--- src/rtl/hber_pkg.sv ---
package hber_pkg;

  // Strobes passed from the control half to the datapath half each cycle
  typedef struct packed {
    logic badHdr;    // counted invalid header this cycle
    logic winEnd;    // last cycle of the current window
    logic unlocked;  // block lock is absent
    logic errEvt;    // decoder error-state entry
    logic clrBad;    // clear bad-header entry counter
    logic clrErr;    // clear errored-block counter
  } hberStrobes_t;

  function automatic logic hdrIsInvalid(input logic [1:0] hdr);
    return (hdr == 2'b00) || (hdr == 2'b11);
  endfunction

endpackage

--- src/rtl/hber_satcnt.sv ---
module hber_satcnt #(
  parameter int WIDTH = 16
) (
  input  logic             clk,
  input  logic             rstN,
  input  logic             inc,
  input  logic             clr,
  output logic [WIDTH-1:0] cnt
);
  localparam logic [WIDTH-1:0] CNT_MAX = '1;

  always_ff @(posedge clk) begin
    if (!rstN) begin
      cnt <= '0;
    end else if (clr) begin
      cnt <= '0;
    end else if (inc && (cnt != CNT_MAX)) begin
      cnt <= cnt + WIDTH'(1);
    end
  end
endmodule

--- src/rtl/hber_ctrl.sv ---
module hber_ctrl
  import hber_pkg::*;
#(
  parameter int WINDOW_CYCLES = 64
) (
  input  logic         clk,
  input  logic         rstN,
  input  logic         blkValid,
  input  logic [1:0]   syncHdr,
  input  logic         blkLock,
  input  logic         decErrEntry,
  input  logic         badHdrCntClr,
  input  logic         errBlkCntClr,
  output hberStrobes_t strobes
);
  localparam int TW = (WINDOW_CYCLES > 2) ? $clog2(WINDOW_CYCLES) : 1;
  localparam logic [TW-1:0] LAST_TICK = TW'(WINDOW_CYCLES - 1);

  logic [TW-1:0] winTimer;
  logic          atLast;

  assign atLast = (winTimer == LAST_TICK);

  always_ff @(posedge clk) begin
    if (!rstN) begin
      winTimer <= '0;
    end else if (!blkLock || atLast) begin
      winTimer <= '0;
    end else begin
      winTimer <= winTimer + TW'(1);
    end
  end

  always_comb begin
    strobes.badHdr   = blkLock && blkValid && hdrIsInvalid(syncHdr);
    strobes.winEnd   = blkLock && atLast;
    strobes.unlocked = !blkLock;
    strobes.errEvt   = decErrEntry;
    strobes.clrBad   = badHdrCntClr;
    strobes.clrErr   = errBlkCntClr;
  end
endmodule

--- src/rtl/hber_datapath.sv ---
module hber_datapath
  import hber_pkg::*;
#(
  parameter int BER_LIMIT = 16,
  parameter int CNT_W     = 16
) (
  input  logic             clk,
  input  logic             rstN,
  input  hberStrobes_t     strobes,
  output logic             highBer,
  output logic [CNT_W-1:0] badHdrEntryCnt,
  output logic [CNT_W-1:0] errBlkCnt
);
  localparam int WC_W = $clog2(BER_LIMIT + 2);
  localparam logic [WC_W-1:0] WC_SAT   = WC_W'(BER_LIMIT + 1);
  localparam logic [WC_W-1:0] WC_LIMIT = WC_W'(BER_LIMIT);

  logic [WC_W-1:0] winCnt;
  logic [WC_W-1:0] winCntNext;
  logic            overLimit;

  // window count saturates just above the limit; nothing beyond is needed
  assign winCntNext = (winCnt == WC_SAT) ? WC_SAT : winCnt + WC_W'(strobes.badHdr);
  assign overLimit  = (winCntNext > WC_LIMIT);

  always_ff @(posedge clk) begin
    if (!rstN || strobes.unlocked) begin
      winCnt  <= '0;
      highBer <= 1'b0;
    end else if (strobes.winEnd) begin
      winCnt  <= '0;
      highBer <= overLimit;
    end else begin
      winCnt <= winCntNext;
      if (overLimit) highBer <= 1'b1;
    end
  end

  logic [1:0]             evtInc;
  logic [1:0]             evtClr;
  logic [1:0][CNT_W-1:0]  evtCnt;

  assign evtInc = {strobes.errEvt, strobes.badHdr};
  assign evtClr = {strobes.clrErr, strobes.clrBad};

  for (genvar g = 0; g < 2; g++) begin : gEvtCnt
    hber_satcnt #(.WIDTH(CNT_W)) u_cnt (
      .clk  (clk),
      .rstN (rstN),
      .inc  (evtInc[g]),
      .clr  (evtClr[g]),
      .cnt  (evtCnt[g])
    );
  end

  assign badHdrEntryCnt = evtCnt[0];
  assign errBlkCnt      = evtCnt[1];
endmodule

--- src/rtl/hber_monitor.sv ---
module hber_monitor
  import hber_pkg::*;
#(
  parameter int WINDOW_CYCLES = 64,
  parameter int BER_LIMIT     = 16,
  parameter int CNT_W         = 16
) (
  input  logic             clk,
  input  logic             rstN,
  input  logic             blkValid,
  input  logic [1:0]       syncHdr,
  input  logic             blkLock,
  input  logic             decErrEntry,
  input  logic             badHdrCntClr,
  input  logic             errBlkCntClr,
  output logic             highBer,
  output logic [CNT_W-1:0] badHdrEntryCnt,
  output logic [CNT_W-1:0] errBlkCnt
);
  hberStrobes_t strobes;

  hber_ctrl #(.WINDOW_CYCLES(WINDOW_CYCLES)) u_ctrl (
    .clk          (clk),
    .rstN         (rstN),
    .blkValid     (blkValid),
    .syncHdr      (syncHdr),
    .blkLock      (blkLock),
    .decErrEntry  (decErrEntry),
    .badHdrCntClr (badHdrCntClr),
    .errBlkCntClr (errBlkCntClr),
    .strobes      (strobes)
  );

  hber_datapath #(.BER_LIMIT(BER_LIMIT), .CNT_W(CNT_W)) u_dp (
    .clk            (clk),
    .rstN           (rstN),
    .strobes        (strobes),
    .highBer        (highBer),
    .badHdrEntryCnt (badHdrEntryCnt),
    .errBlkCnt      (errBlkCnt)
  );
endmodule

--- config.mk ---
export PLATFORM = sky130hd
export DESIGN_NAME = hber_monitor
export DESIGN_NICKNAME = d
export VERILOG_FILES = /design/src/rtl/hber_pkg.sv /design/src/rtl/hber_satcnt.sv /design/src/rtl/hber_ctrl.sv /design/src/rtl/hber_datapath.sv /design/src/rtl/hber_monitor.sv
export SDC_FILE = /design/constraint.sdc
export NUM_CORES = 1
export LEC_CHECK = 0
export CAP_MARGIN = 20
export CORE_ASPECT_RATIO = 0.7
export CORE_UTILIZATION = 50
export DETAILED_ROUTE_END_ITERATION = 7
export PLACE_DENSITY = 0.76
export SLEW_MARGIN = 30
export SYNTH_ARGS = -nofsm -noshare
export SYNTH_HDL_FRONTEND = slang
export SYNTH_HIERARCHICAL = 1
export SYNTH_SLANG_ARGS = --single-unit
--- constraint.sdc ---
create_clock -name clk -period 4 [get_ports clk]
set_input_delay 0.8 -clock clk [delete_from_list [all_inputs] [get_ports clk]]
set_output_delay 0.8 -clock clk [all_outputs]
set_load 0.02 [all_outputs]
==> flow_summary_export.csv, run 1 <==
group,metric,value,unit
worst_setup_path,worstPathMaxFanout,4,
clocking,tritoncts_clock_tree,"yes",
yosys,synth_ff_type,"dfxtp_1",
grt,grt_max_degree,15,
run_status,status,"finished, final reports clean",
routing,wl,4.845,mm
grt,global_route.overflow_total,0,
routing,route.detailed.drc,0,
timing,hold_ws,0.4640,ns
yosys,postSynthCellCount,247,
timing,setup-violations-final,0,
cells_and_area,drive_gt1_share,8.966,%
pwr,pwr-share-comb,4.4,%
timing,setup_tns,0,ns
place,final_hpwl_from_detailed_placement,3.526,mm
clocking,post_cts_resize_count,0,
pwr,power.switching_fraction,21.63,%
yosys,synth-edff-count,0,
routing,routed-via-count,1986,
place,buffer_ports.inserted,41,
routing,drt.antenna.violating_nets,0,
timing,setup_ws,1.369,ns
yosys,post_synth.cell_area_avg,9.346,um^2
yosys,synth_top_cell_area_share,38.16,%
clocking,ctsLongestPathBuffers,2,
floorplanning,chipHeight,58.85,um
timing,post-route-period-util,65.78,%
worst_setup_path,dominant_cell_type_by_count_on_the_critical_path,"ha_1",
flow_run,maxCapViolCount,0,
yosys,synth_area_leaders,"dfxtp_1, nor2_1, xor2_1, nand4_4, ha_1",
yosys,postSynthRegisterBits,44,
worst_setup_path,worst-setup-path-type,"in -> reg",
yosys,synthesis.area,0.002308,mm^2
clocking,clock-sinks,44,
timing,period_minus_slack,2.631,ns
pwr,p_leak,1.021,nW
timing,grt_setup_unrepaired,"false",
clocking,cts_root_buffer_type,"clkbuf_8",
floorplanning,die_area,0.004897,mm^2
routing,dr.pass1.iters,4,
worst_setup_path,cp_data_arrival_time,2.82,ns
routing,detailedRoute.firstIterationViolations,109,
yosys,async_reset_ff_share,0,%
clocking,clock_latency_at_the_later_pin_of_the_worst_skew_pair,0.30,ns
pwr,power_density,286.7,mW/mm^2
routing,routed_via_density,5.757,
timing,fin_skew,0.002457,ns
yosys,netlist.top_cell.by_area,"dfxtp_1",
worst_setup_path,cp_num_buf_inv,1,
worst_setup_path,setup.worst_path.end_class,"flip-flop",
cells_and_area,number_of_inserted_filler_cells_in_the_final_layout,371,
min_path,worst_hold_path_type,"reg -> reg",
clocking,htreeDepth,2,
yosys,syn-num-nets,261,
worst_setup_path,critical-path-max-stage-delay,0.52,ns
timing,final-hold-violation-count,0,
clocking,cts.repair_timing.setup_buffer_count,0,
pwr,net_sw_power,0.0001773,W
cells_and_area,layout.cells.non_filler,345,
floorplanning,row_count,20,
cells_and_area,diodes,0,
grt,global_route.usage.total,20.64,%
cells_and_area,syn2layout_area_growth,23.79,%
grt,grt_first_pass_wirelength,7.941,mm
pwr,worst_ir_drop_vdd,0.2583,mV
floorplanning,boundaryPins,42,
worst_setup_path,worstPathRequired,4.19,ns
cells_and_area,final_design_area_no_fill,0.002858,mm^2
worst_setup_path,worst_setup_path_start_kind,"primary input",
clocking,clk_transition_reported_paths,0.08,ns
timing,fmax,0.3800,GHz
place,standard_cell_area_after_detailed_placement,0.002746,mm^2
yosys,synth_cell_types,46,
place,pre_cts_slack,1.104,ns
floorplanning,floorplan.core_area,0.004379,mm^2
clocking,cts_made_buffers,5,
place,gpl.final_weighted_congestion,0.7496,
clocking,post_cts_hold_buffer_count,0,
timing,slew_viol_final,0,
grt,first_global_vias,1653,
timing,slew_headroom,53.66,%
place,place_inst,337,
routing,post_drt_wl_per_cell,14.04,um
timing,worstMarginPinSlew,0.6887,ns
grt,grt_antenna_before_repair,0,
pwr,cell_internal_pwr,0.0006421,W
floorplanning,horizontal_die_dimension,83.22,um
pwr,p_seq_share,54.0,%
worst_setup_path,ordered_cell_list_for_the_critical_path,"clkdlybuf4s50_1, xnor2_1, and3_1, ha_1, ha_1, or4_1, o22a_1",
pwr,share_clk_of_total_power,41.6,%
cells_and_area,fin_nets,303,
worst_setup_path,slowest_cp_cell,"or4_1",
floorplanning,starting_density,52.71,%
worst_setup_path,critPathTopFamily,"simple AND/OR/NAND/NOR gates",
yosys,synth.yosys.seq_area_share,38.16,%
yosys,synthesis.yosys.warnings,6,
## cell usage after synthesis (all sizes together) (6+ instances only)
cell type / instances
nor4: 7
o311ai: 6
nor2: 30
inv: 7
nand3: 15
nor3: 7
o41ai: 6
nand2: 15
and2: 6
and4: 6
dfxtp: 44
o21ai: 9
a21oi: 9
nand4: 8
xor2: 11
## cell usage in the layout (no fill, tap or decap), types with 3 or more instances in the layout
cell type        instances
dfxtp_1                 44
clkdlybuf4s50_1         41
nor2_1                  29
nand2_1                 15
nand3_1                 12
xor2_1                  11
o21ai_0                  9
a21oi_1                  9
inv_1                    7
nor4_1                   7
and2_1                   6
clkbuf_8                 5
xnor2_1                  5
nor3_1                   5
or3_1                    5
ha_1                     5
or4_1                    5
nor3b_1                  4
nand4_4                  4
nand4_1                  4
and4_2                   4
nand2b_1                 4
o31ai_1                  4
o311ai_0                 4
o41ai_1                  4
and3_1                   3
## final timing paths
kind / to / slack [ns] / depth (start not counted) / start
worst max-delay path: u_dp/highBer / 1.37 / 7 / syncHdr[0]
worst min-delay path: u_ctrl/winTimer[0] / 0.46 / 1 / u_ctrl/winTimer[0]
worst max register to register: u_dp/highBer / 2.10 / 7 / u_ctrl/winTimer[0]
worst min register to register: u_ctrl/winTimer[0] / 0.46 / 1 / u_ctrl/winTimer[0]
## worst reg2reg max path, stage by stage (launching register included)
cell and delay (ns):
dfxtp_1 0.37, ha_1 0.22, nand2_1 0.08, nor3_1 0.15, or3b_1 0.26, nor2_2 0.07, or4_1 0.48, o22a_1 0.17
## flip-flops by register name, summed over array words and instances, names as in the netlist
name,count
u_dp/winCnt,5
u_dp/highBer,1
u_ctrl/winTimer,6
u_dp/gEvtCnt.u_cnt/cnt,32
## power by group through the flow
stage | Clock, W | Combinational (W) | Sequential (W)
floorplan | 0 | 0.0000222 | 0.000453
global placement | 0 | 0.0000350 | 0.000452
detailed placement | 0 | 0.0000352 | 0.000452
CTS | 0.000354 | 0.0000359 | 0.000442
global route | 0.000373 | 0.0000391 | 0.000443
finish | 0.000341 | 0.0000360 | 0.000442
## per-layer routing
| metal | global-route usage [%] | wire length (um) |
|---|---|---|
| met3 | 4.909 | 170 |
| met1 | 31.22 | 2679 |
| met4 | 8.374 | 40 |
| met2 | 27.75 | 1954 |
| met5 | 0 | 0 |
## cells by family after synthesis
logic type | after synthesis | share of synthesized area (%)
AND/OR/NAND/NOR | 118 | 31.82
flip-flops | 44 | 38.16
multiplexers | 2 | 0.8672
buffers and inverters | 13 | 2.927
adder cells (fa/ha/maj) | 5 | 2.710
AO/OA/AOI/OAI | 49 | 17.45
XOR/XNOR | 16 | 6.070
## layout make-up
cell class                 count  area [um^2]  share of cell area [%]
clock inverter                 3        42.54                   1.489
sequential                    44        880.8                   30.82
multi-input combinational    190         1360                   47.59
tap                           55        68.82                   2.408
inverter                       7        26.28                  0.9194
clock buffer                   5        68.82                   2.408
timing repair buffer          41        410.4                   14.36
## through the flow
stage,total power [W],util [%]
floorplan,0.0004755,-
global placement,0.0004873,62.71
detailed placement,0.0004877,62.71
CTS,0.0008324,65.26
global route,0.0008545,65.26
finish,0.0008193,65.26
(Power assumes the default switching activity.)
==> run 2, diff against run 1 <==
--- a/config.mk
+++ b/config.mk
@@ -7,9 +7,9 @@
 export LEC_CHECK = 0
 export CAP_MARGIN = 20
 export CORE_ASPECT_RATIO = 0.7
-export CORE_UTILIZATION = 50
+export CORE_UTILIZATION = 47
 export DETAILED_ROUTE_END_ITERATION = 7
-export PLACE_DENSITY = 0.76
+export PLACE_DENSITY = 0.75
 export SLEW_MARGIN = 30
 export SYNTH_ARGS = -nofsm -noshare
 export SYNTH_HDL_FRONTEND = slang
==> constraint.sdc (replaced) <==
create_clock -name clk -period 2.4 [get_ports clk]
set_input_delay 0.48 -clock clk [delete_from_list [all_inputs] [get_ports clk]]
set_output_delay 0.48 -clock clk [all_outputs]
set_load 0.02 [all_outputs]
==> flow_summary_export.csv, run 2 (synthesis results as in run 1) <==
group,metric,value,unit
run_status,status,"finished, final reports clean",
floorplanning,horizontal_die_dimension,85.77,um
worst_setup_path,setup.worst_path.end_class,"flip-flop",
cells_and_area,largest_reg_flops,32,
min_path,worst_hold_path_type,"reg -> reg",
routing,routed_via_density,5.629,
cells_and_area,layout.cells.non_filler,364,
routing,post_drt_wl_per_cell,14.07,um
worst_setup_path,worstPathRequired,2.60,ns
clocking,post_cts_hold_buffer_count,0,
pwr,power_density,443.8,mW/mm^2
min_path,hold-path-cell-count,1,
worst_setup_path,worst-r2r-setup-slack,0.60,ns
pwr,p_seq_share,57.0,%
timing,hold_ws,0.4614,ns
pwr,cell_internal_pwr,0.0009952,W
flow_run,maxCapViolCount,0,
cells_and_area,regMostFlops,"u_dp/gEvtCnt.u_cnt/cnt",
pwr,worst_ir_drop_vdd,0.3351,mV
cells_and_area,register_area,880.8,um^2
grt,first_global_vias,1831,
min_path,worstHoldEndpoint,"u_ctrl/winTimer[0]",
floorplanning,floorplan.core_area,0.004529,mm^2
worst_setup_path,ordered_cell_list_for_the_critical_path,"clkdlybuf4s50_1, xnor2_1, and3_1, ha_1, ha_1, or4_1, o22a_1",
place,gpl.final_weighted_congestion,0.8107,
timing,worstMarginPinSlew,0.6072,ns
timing,grt_setup_unrepaired,"false",
clocking,cts_root_buffer_type,"clkbuf_8",
timing,fin_skew,0.008738,ns
place,standard_cell_area_after_detailed_placement,0.002820,mm^2
routing,detailedRoute.firstIterationViolations,119,
cells_and_area,layout.cells.most_common,"dfxtp_1",
timing,setup_ws,0.1441,ns
timing,setup-violations-final,0,
routing,route.detailed.drc,0,
routing,drt.antenna.violating_nets,0,
worst_setup_path,dominant_cell_type_by_count_on_the_critical_path,"ha_1",
cells_and_area,syn2layout_area_growth,26.18,%
clocking,htreeDepth,2,
place,pre_cts_slack,-0.1803,ns
worst_setup_path,crit-reg2reg-launch,"u_ctrl/winTimer[0]",
place,final_hpwl_from_detailed_placement,3.920,mm
grt,global_route.overflow_total,0,
cells_and_area,diodes,0,
worst_setup_path,worst-setup-path-type,"in -> reg",
routing,routed-via-count,2049,
cells_and_area,fin_nets,311,
clocking,clock-sinks,44,
worst_setup_path,worstPathMaxFanout,3,
worst_setup_path,critPathTopFamily,"simple AND/OR/NAND/NOR gates",
clocking,clock_latency_at_the_later_pin_of_the_worst_skew_pair,0.30,ns
pwr,finalPower,0.001293,W
grt,grt_antenna_before_repair,0,
cells_and_area,final_design_area_no_fill,0.002913,mm^2
pwr,net_sw_power,0.0002975,W
worst_setup_path,cp_num_buf_inv,1,
floorplanning,starting_density,50.97,%
grt,grt_first_pass_wirelength,8.756,mm
place,buffer_ports.inserted,41,
pwr,power.switching_fraction,23.01,%
clocking,cts.repair_timing.setup_buffer_count,0,
floorplanning,die_area,0.005200,mm^2
cells_and_area,drive_gt1_share,11.41,%
pwr,pwr-share-comb,5.0,%
worst_setup_path,worst_setup_path_start_kind,"primary input",
floorplanning,row_count,20,
timing,fmax,0.4433,GHz
timing,post-route-period-util,94.00,%
pwr,share_clk_of_total_power,38.0,%
worst_setup_path,rr_endpoint,"u_dp/highBer",
clocking,post_cts_resize_count,0,
timing,slew_headroom,59.14,%
cells_and_area,largest_registers,"u_dp/gEvtCnt.u_cnt/cnt: 32 flops, u_ctrl/winTimer: 6 flops, u_dp/winCnt: 5 flops",
cells_and_area,mostFrequentLayoutCells,"dfxtp_1, clkdlybuf4s50_1, nor2_1",
worst_setup_path,critical-path-max-stage-delay,0.51,ns
pwr,p_leak,1.057,nW
grt,global_route.usage.total,21.95,%
floorplanning,boundaryPins,42,
timing,final-hold-violation-count,0,
grt,grt_max_degree,14,
floorplanning,chipHeight,60.64,um
min_path,holdCritStartpoint,"u_ctrl/winTimer[0]",
place,place_inst,356,
clocking,clk_transition_reported_paths,0.08,ns
timing,slew_viol_final,0,
cells_and_area,number_of_inserted_filler_cells_in_the_final_layout,392,
clocking,tritoncts_clock_tree,"yes",
clocking,cts_made_buffers,5,
cells_and_area,multi_input_comb_area,0.001360,mm^2
worst_setup_path,slowest_cp_cell,"or4_1",
timing,period_minus_slack,2.256,ns
clocking,ctsLongestPathBuffers,2,
routing,wl,5.123,mm
worst_setup_path,rr_worst_depth,7,
routing,dr.pass1.iters,4,
worst_setup_path,cp_data_arrival_time,2.45,ns
==> run 2: changes by cell type in the layout (fill, tap and decap cells not counted), sizes merged <==
cell / change
clkbuf: +1
clkinvlp: -1
clkinv: +1
bufinv: -1
buf: +8
==> run 2: per-layer routing <==
| layer | track usage [%] | routed length, um | vias to the layer above | part of all wire (%) |
|---|---|---|---|---|
| met1 | 31.37 | 2735 | 974 | 53 |
| met4 | 7.857 | 74 | 0 | 1.4 |
| met2 | 33.37 | 2116 | 33 | 41 |
| met5 | 0 | 0 | - | 0 |
| met3 | 4.490 | 197 | 8 | 3.8 |
| li1 | - | - | 1034 | - |
==> run 2: area by class of cell <==
| type | count | share of cell area (%) |
|---|---|---|
| multi-input combinational | 190 | 46.69 |
| clock inverter | 2 | 0.3436 |
| inverter | 7 | 0.9021 |
| timing repair buffer | 49 | 16.15 |
| tap | 66 | 2.835 |
| clock buffer | 6 | 2.835 |
| sequential | 44 | 30.24 |
==> run 2: worst max-delay path by stage <==
stage	start	slack, ns	to	cells after the start
floorplan	syncHdr[0]	0.34	u_dp/highBer	6
global placement	syncHdr[1]	-0.10	u_dp/highBer	7
detailed placement	syncHdr[1]	-0.18	u_dp/highBer	7
CTS	syncHdr[1]	0.14	u_dp/highBer	7
global route	syncHdr[1]	0.08	u_dp/highBer	7
finish	syncHdr[1]	0.14	u_dp/highBer	7
==> run 2: metrics by stage <==
stage / TNS, ns / utilization [%]
after floorplan: 0 / -
after global placement: -0.1646 / 62.27
after detailed placement: -0.6157 / 62.27
after CTS: 0 / 64.31
after global routing: 0 / 64.31
final: 0 / 64.31
==> run 2: power by group through the flow <==
stage / sequential, W / clock, W / combinational [W]
after detailed placement: 0.000754 / 0 / 0.0000643
after CTS: 0.000737 / 0.000503 / 0.0000645
after global routing: 0.000738 / 0.000522 / 0.0000696
after floorplan: 0.000755 / 0 / 0.0000370
final: 0.000737 / 0.000492 / 0.0000643
after global placement: 0.000754 / 0 / 0.0000625
==> run 3, diff against run 2 <==
--- a/config.mk
+++ b/config.mk
@@ -7,9 +7,10 @@
 export LEC_CHECK = 0
 export CAP_MARGIN = 20
 export CORE_ASPECT_RATIO = 0.7
-export CORE_UTILIZATION = 47
+export CORE_UTILIZATION = 50
 export DETAILED_ROUTE_END_ITERATION = 7
-export PLACE_DENSITY = 0.75
+export HOLD_SLACK_MARGIN = 0.05
+export PLACE_DENSITY = 0.76
 export SLEW_MARGIN = 30
 export SYNTH_ARGS = -nofsm -noshare
 export SYNTH_HDL_FRONTEND = slang
==> constraint.sdc (replaced) <==
create_clock -name clk -period 2.3 [get_ports clk]
set_input_delay 0.46 -clock clk [delete_from_list [all_inputs] [get_ports clk]]
set_output_delay 0.46 -clock clk [all_outputs]
set_load 0.02 [all_outputs]
==> flow_summary_export.csv, run 3 (synthesis results as in run 1) <==
group,metric,value,unit
run_status,status,"finished, final reports clean",
place,gpl.final_weighted_congestion,0.8181,
min_path,worst_hold_path_type,"reg -> reg",
routing,route.detailed.drc,0,
floorplanning,boundaryPins,42,
pwr,pwr-share-comb,4.3,%
timing,setup_ws,0.1098,ns
flow_run,maxCapViolCount,0,
place,standard_cell_area_after_detailed_placement,0.002844,mm^2
cells_and_area,mostFrequentLayoutCells,"dfxtp_1, clkdlybuf4s50_1, nor2_1",
cells_and_area,final_design_area_no_fill,0.003003,mm^2
place,final_hpwl_from_detailed_placement,3.862,mm
place,buffer_ports.inserted,41,
timing,post-route-period-util,95.23,%
grt,globalRoute.busiestLayer,"met2",
cells_and_area,largest_reg_flops,32,
timing,fmax,0.4566,GHz
grt,global_route.overflow_total,0,
timing,slew_headroom,50.74,%
worst_setup_path,dominant_cell_type_by_count_on_the_critical_path,"ha_1",
worst_setup_path,setup.worst_path.end_class,"flip-flop",
cells_and_area,number_of_inserted_filler_cells_in_the_final_layout,345,
clocking,clock_latency_at_the_later_pin_of_the_worst_skew_pair,0.30,ns
worst_setup_path,critPathTopFamily,"simple AND/OR/NAND/NOR gates",
grt,met1_use_gr,30.79,%
grt,globalRouteMet2Util,30.80,%
floorplanning,die_area,0.004897,mm^2
clocking,post_cts_resize_count,0,
clocking,ctsLongestPathBuffers,2,
pwr,cell_internal_pwr,0.001346,W
cells_and_area,fin_nets,316,
grt,grt_first_pass_wirelength,8.307,mm
cells_and_area,register_area,880.8,um^2
clocking,tritoncts_clock_tree,"yes",
worst_setup_path,cp_num_buf_inv,1,
cells_and_area,syn2layout_area_growth,30.08,%
timing,period_minus_slack,2.190,ns
pwr,share_clk_of_total_power,49.4,%
grt,first_global_vias,1736,
clocking,post_cts_hold_buffer_count,0,
pwr,p_leak,1.109,nW
floorplanning,floorplan.core_area,0.004379,mm^2
worst_setup_path,worst_setup_path_start_kind,"primary input",
routing,detailedRoute.firstIterationViolations,165,
cells_and_area,drive_gt1_share,12.87,%
timing,final-hold-violation-count,0,
grt,grt_antenna_before_repair,0,
pwr,p_seq_share,46.3,%
routing,wl,5.126,mm
worst_setup_path,worstPathRequired,2.50,ns
cells_and_area,multi_input_comb_area,0.001360,mm^2
pwr,power_density,553.5,mW/mm^2
clocking,cts_root_buffer_type,"clkbuf_8",
pwr,power.switching_fraction,19.01,%
floorplanning,chipHeight,58.85,um
timing,setup-violations-final,0,
routing,drt.antenna.violating_nets,0,
worst_setup_path,ordered_cell_list_for_the_critical_path,"clkdlybuf4s50_1, xnor2_1, and3_1, ha_1, ha_1, or4_1, o22a_1",
floorplanning,row_count,20,
worst_setup_path,critical-path-max-stage-delay,0.50,ns
cells_and_area,largest_registers,"u_dp/gEvtCnt.u_cnt/cnt: 32 flops, u_ctrl/winTimer: 6 flops, u_dp/winCnt: 5 flops",
worst_setup_path,slowest_cp_cell,"or4_1",
cells_and_area,diodes,0,
routing,routed_via_density,5.760,
timing,slew_viol_final,0,
clocking,clock-sinks,44,
routing,routed-via-count,2062,
grt,grt_max_degree,15,
clocking,cts_made_buffers,5,
clocking,cts.repair_timing.setup_buffer_count,0,
pwr,net_sw_power,0.0003160,W
cells_and_area,layout.cells.most_common,"dfxtp_1",
clocking,clk_transition_reported_paths,0.09,ns
routing,dr.pass1.iters,4,
routing,post_drt_wl_per_cell,14.32,um
timing,fin_skew,0.004754,ns
cells_and_area,regMostFlops,"u_dp/gEvtCnt.u_cnt/cnt",
grt,grt.met3_usage,4.488,%
place,pre_cts_slack,-0.2015,ns
floorplanning,horizontal_die_dimension,83.22,um
floorplanning,starting_density,52.71,%
clocking,htreeDepth,2,
timing,worstMarginPinSlew,0.7322,ns
timing,grt_setup_unrepaired,"false",
worst_setup_path,worstPathMaxFanout,2,
grt,global_route.usage.total,21.15,%
pwr,worst_ir_drop_vdd,0.3350,mV
worst_setup_path,cp_data_arrival_time,2.39,ns
worst_setup_path,worst-setup-path-type,"in -> reg",
[run 3: changes by cell type in the layout (fill, tap and decap cells not counted), sizes merged]
cell,previous run,this run
buf,8,13
bufinv,0,3
clkinv,2,0
clkbuf,6,5
[run 3: power groups by stage]
stage / clock network [W] / registers (W) / logic [W]
CTS: 0.000834 / 0.000769 / 0.0000716
global placement: 0 / 0.000787 / 0.0000700
finish: 0.000821 / 0.000769 / 0.0000722
global route: 0.000863 / 0.000770 / 0.0000775
floorplan: 0 / 0.000788 / 0.0000386
detailed placement: 0 / 0.000787 / 0.0000712
[run 3: layer usage]
metal  up-vias  routed length (um)
li1       1042                   -
met2        44                2065
met4         0                  61
met3         7                 248
met1       969                2750
met5         -                   0
[run 3: final cells by class]
cell class                 count  area share [%]
multi-input combinational    190           45.29
clock inverter                 3           3.000
sequential                    44           29.33
inverter                       7          0.8750
timing repair buffer          54           16.92
clock buffer                   5           2.292
tap                           55           2.292
[run 3: worst paths after layout]
check	depth (start not counted)	to	from	slack, ns
setup / recovery	7	u_dp/highBer	syncHdr[0]	0.11
hold / removal	1	u_ctrl/winTimer[0]	u_ctrl/winTimer[0]	0.47
setup reg to reg	7	u_dp/highBer	u_ctrl/winTimer[0]	0.53
hold reg to reg	1	u_ctrl/winTimer[0]	u_ctrl/winTimer[0]	0.47
[run 3: metrics by stage]
stage          TNS, ns  utilization (%)  power [W]  hold slack [ns]  std cells
2_1_floorplan        0                -  0.0008269           0.4286        247
3_3_place_gp   -0.5246            64.94  0.0008567           0.4446        350
3_5_place_dp   -0.9455            64.94  0.0008580           0.4540        350
4_1_cts              0            68.57   0.001675           0.4751        358
5_1_grt              0            68.57   0.001710           0.5098        358
6_report             0            68.57   0.001662           0.4668        358
